--- src/rtl/cal_seq_pkg.sv ---
package cal_seq_pkg;
    typedef enum logic [1:0] {
        MODE_NORM   = 2'b00,
        MODE_SELF   = 2'b01,
        MODE_SYS_ZS = 2'b10,
        MODE_SYS_FS = 2'b11
    } cal_mode_e;

    typedef enum logic [1:0] {
        PH_IDLE,
        PH_ZERO,
        PH_FULL,
        PH_CONV
    } cal_phase_e;
endpackage

--- src/rtl/cal_period_cnt.sv ---
module cal_period_cnt #(
    parameter int CW = 2
) (
    input  logic          clk,
    input  logic          rst_n,
    input  logic          clr,
    input  logic          tick,
    output logic [CW-1:0] cnt
);
    logic [CW-1:0] cnt_d, cnt_q;

    always_comb begin
        cnt_d = cnt_q;
        if (clr)       cnt_d = '0;
        else if (tick) cnt_d = cnt_q + 1'b1;
    end

    always_ff @(posedge clk or negedge rst_n) begin
        if (!rst_n) cnt_q <= '0;
        else        cnt_q <= cnt_d;
    end

    assign cnt = cnt_q;
endmodule

--- src/rtl/cal_coef_bank.sv ---
module cal_coef_bank #(
    parameter int            DW     = 24,
    parameter logic [DW-1:0] ZS_RST = '0,
    parameter logic [DW-1:0] FS_RST = '0
) (
    input  logic          clk,
    input  logic          rst_n,
    input  logic          ld_zs,
    input  logic          ld_fs,
    input  logic          bipolar,
    input  logic [DW-1:0] val,
    output logic [DW-1:0] zs,
    output logic [DW-1:0] fs
);
    typedef struct packed {
        logic [DW-1:0] zs;
        logic [DW-1:0] fs;
    } coef_t;

    coef_t d, q;

    always_comb begin
        d = q;
        if (ld_zs) d.zs = bipolar ? {~val[DW-1], val[DW-2:0]} : val;
        if (ld_fs) d.fs = val;
    end

    always_ff @(posedge clk or negedge rst_n) begin
        if (!rst_n) q <= '{zs: ZS_RST, fs: FS_RST};
        else        q <= d;
    end

    assign zs = q.zs;
    assign fs = q.fs;

    // the two windows never end together
    p_single_load_r4: assert property (@(posedge clk) disable iff (!rst_n)
        !(ld_zs && ld_fs));

    // bipolar loads flip the top bit of the captured value
    p_bipolar_flip_r9: assert property (@(posedge clk) disable iff (!rst_n)
        (ld_zs && bipolar) |=> (q.zs[DW-1] != $past(val[DW-1])));
endmodule

--- src/rtl/cal_seq_ctrl.sv ---
module cal_seq_ctrl
    import cal_seq_pkg::*;
#(
    parameter int DW          = 24,
    parameter int CW          = 2,
    parameter int ZS_N        = 3,
    parameter int FS_N        = 3,
    parameter int SELF_CONV_N = 3,
    parameter int SYS_CONV_N  = 1
) (
    input  logic          clk,
    input  logic          rst_n,
    input  logic          cmd_wr,
    input  logic [1:0]    cmd_mode,
    input  logic          data_rd,
    input  logic          rate_tick,
    input  logic          mod_tick,
    input  logic          res_vld,
    input  logic [DW-1:0] res_data,
    input  logic [CW-1:0] cnt,
    output logic          cnt_clr,
    output logic          cnt_tick,
    output logic          ld_zs,
    output logic          ld_fs,
    output logic [DW-1:0] cap_val,
    output logic [1:0]    mode,
    output logic [DW-1:0] data,
    output logic          drdy
);
    typedef struct packed {
        cal_phase_e    phase;
        cal_mode_e     mode;
        cal_mode_e     seq;
        logic [DW-1:0] shadow;
        logic          got;
        logic [DW-1:0] data;
        logic          drdy;
        logic          pend;
    } st_t;

    st_t  d, q;
    int   last_idx;
    logic active, phase_end, cap_ok;

    always_comb begin
        case (q.phase)
            PH_ZERO: last_idx = ZS_N - 1;
            PH_FULL: last_idx = FS_N - 1;
            PH_CONV: last_idx = (q.seq == MODE_SELF) ? SELF_CONV_N - 1 : SYS_CONV_N - 1;
            default: last_idx = 0;
        endcase
    end

    assign active    = (q.phase != PH_IDLE);
    assign phase_end = active && rate_tick && (cnt == CW'(last_idx));
    assign cap_ok    = res_vld || q.got;
    assign cap_val   = res_vld ? res_data : q.shadow;
    assign cnt_tick  = active && rate_tick;

    always_comb begin
        d       = q;
        ld_zs   = 1'b0;
        ld_fs   = 1'b0;
        cnt_clr = 1'b0;

        if (!active && res_vld) begin
            d.data = res_data;
            d.drdy = 1'b0;
        end else if (!active && data_rd) begin
            d.drdy = 1'b1;
        end

        if (active && res_vld) begin
            d.shadow = res_data;
            d.got    = 1'b1;
        end

        if (q.pend && mod_tick) begin
            d.drdy = 1'b1;
            d.pend = 1'b0;
        end

        if (phase_end) begin
            cnt_clr = 1'b1;
            d.got   = 1'b0;
            case (q.phase)
                PH_ZERO: begin
                    ld_zs = cap_ok;
                    if (q.seq == MODE_SELF) begin
                        d.phase = PH_FULL;
                    end else begin
                        d.phase = PH_CONV;
                        d.mode  = MODE_NORM;
                    end
                end
                PH_FULL: begin
                    ld_fs   = cap_ok;
                    d.phase = PH_CONV;
                    d.mode  = MODE_NORM;
                end
                PH_CONV: begin
                    if (cap_ok) d.data = cap_val;
                    d.drdy  = 1'b0;
                    d.pend  = 1'b0;
                    d.phase = PH_IDLE;
                end
                default: ;
            endcase
        end

        if (cmd_wr) begin
            ld_zs   = 1'b0;
            ld_fs   = 1'b0;
            cnt_clr = 1'b1;
            d.data  = q.data;
            d.drdy  = q.drdy;
            d.got   = 1'b0;
            d.mode  = cal_mode_e'(cmd_mode);
            d.seq   = cal_mode_e'(cmd_mode);
            case (cal_mode_e'(cmd_mode))
                MODE_NORM: begin
                    d.phase = PH_IDLE;
                    d.pend  = 1'b0;
                end
                MODE_SYS_FS: begin
                    d.phase = PH_FULL;
                    d.pend  = 1'b1;
                end
                default: begin
                    d.phase = PH_ZERO;
                    d.pend  = 1'b1;
                end
            endcase
        end
    end

    always_ff @(posedge clk or negedge rst_n) begin
        if (!rst_n) begin
            q <= '{phase: PH_IDLE, mode: MODE_NORM, seq: MODE_NORM, shadow: '0,
                   got: 1'b0, data: '0, drdy: 1'b1, pend: 1'b0};
        end else begin
            q <= d;
        end
    end

    assign mode = q.mode;
    assign data = q.data;
    assign drdy = q.drdy;

    // once the modulator tick has passed, data-ready is high for the whole sequence
    p_drdy_busy_r8: assert property (@(posedge clk) disable iff (!rst_n)
        (active && !q.pend) |-> q.drdy);

    // the period counter stays inside the current window
    p_cnt_bound_r4: assert property (@(posedge clk) disable iff (!rst_n)
        active |-> (cnt <= CW'(last_idx)));

    // the mode field is already clear during the trailing conversion
    p_mode_clear_r6: assert property (@(posedge clk) disable iff (!rst_n)
        (q.phase == PH_CONV) |-> (q.mode == MODE_NORM));

    // data-ready falls only at the end of a sequence or on an idle result
    p_drdy_fall_r5: assert property (@(posedge clk) disable iff (!rst_n)
        $fell(q.drdy) |-> ($past(q.phase) == PH_CONV || $past(q.phase) == PH_IDLE));

    // results inside a sequence leave the data register alone
    p_ignore_r11: assert property (@(posedge clk) disable iff (!rst_n)
        (active && res_vld && !cmd_wr && !phase_end) |=> $stable(q.data));
endmodule

--- src/rtl/cal_seq_top.sv ---
module cal_seq_top
    import cal_seq_pkg::*;
#(
    parameter int            DW          = 24,
    parameter int            ZS_N        = 3,
    parameter int            FS_N        = 3,
    parameter int            SELF_CONV_N = 3,
    parameter int            SYS_CONV_N  = 1,
    parameter logic [DW-1:0] ZS_RST      = 24'h800000,
    parameter logic [DW-1:0] FS_RST      = 24'h5A0000
) (
    input  logic          clk,
    input  logic          rst_n,
    input  logic          reg_wr,
    input  logic          reg_rd,
    input  logic [1:0]    reg_addr,
    input  logic [1:0]    reg_wdata,
    output logic [DW-1:0] reg_rdata,
    input  logic          rate_tick,
    input  logic          mod_tick,
    input  logic          res_vld,
    input  logic [DW-1:0] res_data,
    input  logic          bipolar,
    output logic          drdy
);
    localparam int MAX_A = (ZS_N > FS_N) ? ZS_N : FS_N;
    localparam int MAX_B = (SELF_CONV_N > SYS_CONV_N) ? SELF_CONV_N : SYS_CONV_N;
    localparam int MAX_N = (MAX_A > MAX_B) ? MAX_A : MAX_B;
    localparam int CW    = ($clog2(MAX_N) < 1) ? 1 : $clog2(MAX_N);

    localparam logic [1:0] A_SETUP = 2'd0;
    localparam logic [1:0] A_DATA  = 2'd1;
    localparam logic [1:0] A_ZS    = 2'd2;
    localparam logic [1:0] A_FS    = 2'd3;

    logic          cmd_wr, data_rd;
    logic          cnt_clr, cnt_tick, ld_zs, ld_fs;
    logic [CW-1:0] cnt;
    logic [DW-1:0] cap_val, data, zs, fs;
    logic [1:0]    mode;

    assign cmd_wr  = reg_wr && (reg_addr == A_SETUP);
    assign data_rd = reg_rd && (reg_addr == A_DATA);

    cal_period_cnt #(.CW(CW)) cnt_i (
        .clk   (clk),
        .rst_n (rst_n),
        .clr   (cnt_clr),
        .tick  (cnt_tick),
        .cnt   (cnt)
    );

    cal_seq_ctrl #(
        .DW          (DW),
        .CW          (CW),
        .ZS_N        (ZS_N),
        .FS_N        (FS_N),
        .SELF_CONV_N (SELF_CONV_N),
        .SYS_CONV_N  (SYS_CONV_N)
    ) ctrl_i (
        .clk       (clk),
        .rst_n     (rst_n),
        .cmd_wr    (cmd_wr),
        .cmd_mode  (reg_wdata),
        .data_rd   (data_rd),
        .rate_tick (rate_tick),
        .mod_tick  (mod_tick),
        .res_vld   (res_vld),
        .res_data  (res_data),
        .cnt       (cnt),
        .cnt_clr   (cnt_clr),
        .cnt_tick  (cnt_tick),
        .ld_zs     (ld_zs),
        .ld_fs     (ld_fs),
        .cap_val   (cap_val),
        .mode      (mode),
        .data      (data),
        .drdy      (drdy)
    );

    cal_coef_bank #(
        .DW     (DW),
        .ZS_RST (ZS_RST),
        .FS_RST (FS_RST)
    ) coef_i (
        .clk     (clk),
        .rst_n   (rst_n),
        .ld_zs   (ld_zs),
        .ld_fs   (ld_fs),
        .bipolar (bipolar),
        .val     (cap_val),
        .zs      (zs),
        .fs      (fs)
    );

    always_comb begin
        case (reg_addr)
            A_SETUP: reg_rdata = {{(DW-2){1'b0}}, mode};
            A_DATA:  reg_rdata = data;
            A_ZS:    reg_rdata = zs;
            default: reg_rdata = fs;
        endcase
    end
endmodule

--- config.mk ---
export PLATFORM = sky130hd
export DESIGN_NAME = cal_seq_top
export DESIGN_NICKNAME = d
export VERILOG_FILES = /design/src/rtl/cal_seq_pkg.sv /design/src/rtl/cal_period_cnt.sv /design/src/rtl/cal_coef_bank.sv /design/src/rtl/cal_seq_ctrl.sv /design/src/rtl/cal_seq_top.sv
export SDC_FILE = /design/constraint.sdc
export NUM_CORES = 1
export LEC_CHECK = 0
export BUFFER_PORTS_ARGS = -buffer_cell sky130_fd_sc_hd__buf_2
export CAP_MARGIN = 20
export CORE_MARGIN = 2
export CORE_UTILIZATION = 40
export CTS_BUF_LIST = sky130_fd_sc_hd__clkbuf_4
export DETAILED_ROUTE_END_ITERATION = 12
export PLACE_DENSITY = 0.7
export SLEW_MARGIN = 40
export SYNTH_ARGS = -nofsm -noshare
export SYNTH_HDL_FRONTEND = slang
export SYNTH_SLANG_ARGS = --single-unit
--- constraint.sdc ---
create_clock -name clk -period 7.05 [get_ports clk]
set_clock_uncertainty 0.1 [all_clocks]
set_input_delay 0.705 -clock clk [delete_from_list [all_inputs] [get_ports clk]]
set_output_delay 0.705 -clock clk [all_outputs]
set_load 0.01 [all_outputs]
# Yosys cells after proc, flatten, opt, wreduce, memory -nomap -nowiden
# Index checks and enable logic that the tools add are counted.
# totals
register_bits	107
in_bits	36
output_inout_bits	25
elab_cells	75
# classes
n_addsub	1
n_eq_ne	9
muxes	32
bitwise_logic	1
reduce_logical	21
# op_table
cell	count
$mux 24	4
$pmux 24 s3	1
$mux 27	2
$mux 26	1
$mux 1	13
$pmux 2 s2	3
$mux 2	5
$eq 2x2->1 const B	4
$logic_and 1x1->1	8
$eq 2x1->1 const B	3
$mux 6	1
$pmux 2 s3	1
$reduce_bool 2->1	3
$reduce_bool 3->1	2
$logic_not 2->1	2
$mux 4	1
$reduce_bool 4->1	1
$ne 3x3->1 const B	1
$reduce_and 3->1	1
$add 2x1->2 const B	1
$eq 2x2->1	1
$reduce_and 2->1	1
$reduce_or 2->1	1
$logic_not 1->1	1
other kinds (2)	2

# Logic depth before layout (Yosys ltp)
# depth
word_depth	9
ltp_mapped	9
ltp_nobuf	7

# By module
# Synthesis repeated with hierarchy kept, for this count alone.
# unflattened
hier_cells	472
hier_area_um2	6109.6
# modules_own_cells
module	instances	cells_per_inst	area_per_inst_um2	seq_area_each_um2
cal_seq_ctrl	1	304	3355.7	1427.6
cal_coef_bank	1	104	1999.4	1207.4
cal_seq_top	1	57	665.6	0.0
cal_period_cnt	1	7	88.8	50.0

# Least setup slack after synthesis
# No wires, ideal clock.
# synth_path
path_type	input -> output
startpoint	input reg_addr[0]
endpoint	output reg_rdata[11]
t_arrival_ps	1815
t_required_ps	6245
setup_slack_ps	4430
stages	4
path_buffers	2
cell_sequence	buf_2 > buf_1 > mux2_2 > a22o_1
# synth_between
elab_chain_cells	2
elab_cells_between_ends	4
cone_classes	eq/ne (2); mux (1); reduce/logical (1)
# synth_lines
item	line_no	source
start, declared	cal_seq_top.sv:16	input logic [1:0] reg_addr,
$eq 2x2->1, or another cell as far along	cal_seq_top.sv:97	case (reg_addr)
$pmux 24 s3 (*)	cal_seq_top.sv:97	
end, declared	cal_seq_top.sv:18	output logic [DW-1:0] reg_rdata,
# Every way passes the cells marked *; elsewhere a longest branch is shown, timed or not.

# Worst setup path after layout
# layout_path
startpoint	input reg_addr[0]
endpoint	output reg_rdata[14]
# Same word-level chain as after synthesis.

==> flow_metrics.env <==
export IMPL_synth_warnings=0
export IMPL_p_leak_nw=2.780
export IMPL_row_count=43
export IMPL_grt_use_total_pct=18.51
export IMPL_worstSetupEndpointType="primary output"
export IMPL_grt_max_degree=63
export IMPL_num_vias=3666
export IMPL_clock_latency_ns=0.47
export IMPL_grt_pass1_wl_um=21020
export IMPL_die_y_um=121.7
export IMPL_hold_class="in2async"
export IMPL_setup_viol=0
export IMPL_setup_tns_ns=0
export IMPL_crit_arrival_ns=2.48
export IMPL_ys_seq_area_share_pct=48.42
export IMPL_total_power_mw=2.294
export IMPL_start_util_pct=40.42
export IMPL_antenna_found_initial=0
export IMPL_hold_buffers=0
export IMPL_yosys_cell_count_top_type="dfrtp_1"
export IMPL_cts_setup_buffers=0
export IMPL_cts_buffers=9
export IMPL_seqCellArea_um2=2685
export IMPL_period_needed_ns=3.288
export IMPL_totalWireLength_um=13190
export IMPL_postSynth_asyncResetShare_pct=100.0
export IMPL_synth_ff_type="dfrtp_1"
export IMPL_synth_avg_cell_area_um2=12.90
export IMPL_status="completed"
export IMPL_crit_top_cell="buf_2"
export IMPL_netlist_top_cells_count="dfrtp_1, mux2_2, mux2_1, inv_1, a211oi_1"
export IMPL_hold_viol_final=0
export IMPL_critPathBufInv=2
export IMPL_maxSlewViolCount=0
export IMPL_ir_worst_vdd_uv=106.1
export IMPL_core_area_um2=13720
export IMPL_crit_chain="buf_2 -> nor2b_4 -> a22o_1 -> buf_2"
export IMPL_dp_hpwl_um=8644
export IMPL_maxCapViolCount=0
export IMPL_antennaDiodeCount=0
export IMPL_synth_edf_count=0
export IMPL_firstDrtPassIters=4
export IMPL_n_fill_cell=1271
export IMPL_p_per_area_nw_per_um2=374.2
export IMPL_synth_seq_cells=107
export IMPL_port_buffers=60
export IMPL_cp_max_fo=27
export IMPL_max_slew_margin_rel_pct=46.33
export IMPL_multi_input_area_um2=2560
export IMPL_finalCritPeriodShare_pct=46.64
export IMPL_die_w_um=121.7
export IMPL_synth_fp_nets=472
export IMPL_ctsLongestPathBuffers=2
export IMPL_cts_sinks=107
export IMPL_slowest_delay_ns=0.76
export IMPL_synth_area_um2=5545
export IMPL_drt_iter0_markers=187
export IMPL_cts_root_buf="clkbuf_4"
export IMPL_synth_top_area_share_pct=45.58
export IMPL_nets=520
export IMPL_cts_tree="yes"
export IMPL_cp_slowest_cell="nor2b_4"
export IMPL_avgViaCountPerCell=5.529
export IMPL_synthTopCellsByArea="dfrtp_1, mux2_2, mux2_1, a221o_1, a22o_1"
export IMPL_fmax_mhz=304.1
export IMPL_yosysUniqueCellTypes=44
export IMPL_grt_overflow_total=0
export IMPL_postCtsResizedCells=0
export IMPL_syn2layout_area_growth_pct=10.56
export IMPL_cp_top_family="simple AND/OR/NAND/NOR gates"
export IMPL_wl_per_cell_um=19.90
export IMPL_clk_pin_slew_ns=0.16
export IMPL_drc=0
export IMPL_start_kind="input port"
export IMPL_htreeDepth=3
export IMPL_synth_top_cell_by_area="dfrtp_1"
export IMPL_rsz0062_at_grt="false"
export IMPL_cp_required_ns=6.24
export IMPL_place_congestion=0.7952
export IMPL_worstMarginPinSlew_ns=0.8051
export IMPL_grt_pass1_vias=3884
export IMPL_crit_type="in2out"
export IMPL_synthCells=430
export IMPL_final_antenna_net_count=0
export IMPL_drive_above_1_share_pct=37.27
export IMPL_pin_count=61
export IMPL_die_area_um2=14820
==> per-layer routing <==
layer | track usage, % | share of wire, % | wire length [um] | up-vias
met1 | 24.74 | 45 | 5897 | 1905
li1 | - | - | - | 1692
met2 | 31.15 | 51 | 6697 | 60
met5 | 0 | 0 | 0 | -
met3 | 3.699 | 3.6 | 481 | 9
met4 | 4.239 | 0.88 | 116 | 0
==> area by class of cell <==
type,instances,share of cell area [%]
repair buffers,69,6.449
clock buffers,11,1.347
inverters,28,1.714
flip-flops and latches,107,43.80
multi-input cells,263,41.76
clock inverters,5,1.265
well taps,180,3.673
==> layout by cell type, fill, tap and decap left out, types with 8 or more instances in the layout <==
cell and instances:
a22o_1 24, nor2_1 11, mux2_2 74, buf_2 58
clkbuf_4 11, a21oi_1 8, a211oi_1 25, dfrtp_1 101
inv_1 28, mux2_1 44, a221o_1 24
==> final timing paths <==
kind,from,endpoint,slack [ns],cells past startpoint
max,reg_addr[0],reg_rdata[14],3.76,4
max in group asynchronous,rst_n,ctrl_i.q[28],5.75,2
max reg2reg,ctrl_i.q[56],coef_i.fs[8],3.89,9
min,rst_n,ctrl_i.q[44],0.12,1
min reg2reg,coef_i.fs[0],coef_i.fs[0],0.41,1
min in group clk,res_data[22],ctrl_i.data[22],0.38,2
==> per-stage QoR <==
step                hold WS, ns  std cells  cell area (um^2)  utilization (%)  setup WS [ns]
floorplan                0.3094        430              5545                -          4.430
global route             0.1365        663              6131            44.69          3.636
detailed placement       0.3779        647              5964            43.47          3.670
finish                   0.1159        663              6131            44.69          3.762
CTS                      0.1250        663              6125            44.64          3.762
global placement         0.3678        643              5911            43.08          3.413
==> cell families (layout without fill, tap and decap cells) <==
kind of cell / Yosys count / in the layout / share of synthesized area [%]
AOI/OAI and AO/OA: 97 / 97 / 15.00
xor gates and xnor gates: 1 / 1 / 0.1580
adders and majority gates: 6 / 6 / 1.354
buffers and inverters: 60 / 113 / 5.551
DFF: 107 / 107 / 48.42
muxes: 121 / 121 / 24.95
and+or+nand+nor: 38 / 38 / 4.558
==> where the power goes <==
part           switching (mW)  total [mW]  internal, mW
logic                   0.417       0.883         0.465
registers               0.170        1.06         0.886
clock network           0.204       0.355         0.151
total                   0.792        2.29          1.50
==> state kept, by name (all words and copies together) (netlist names) <==
signal and cells:
ctrl_i.mode 2, ctrl_i.drdy 1, cnt_i.cnt 2, coef_i.zs 24, coef_i.fs 24, ctrl_i.data 24
ctrl_i.q 30
Power figures use the tool's default switching activity.
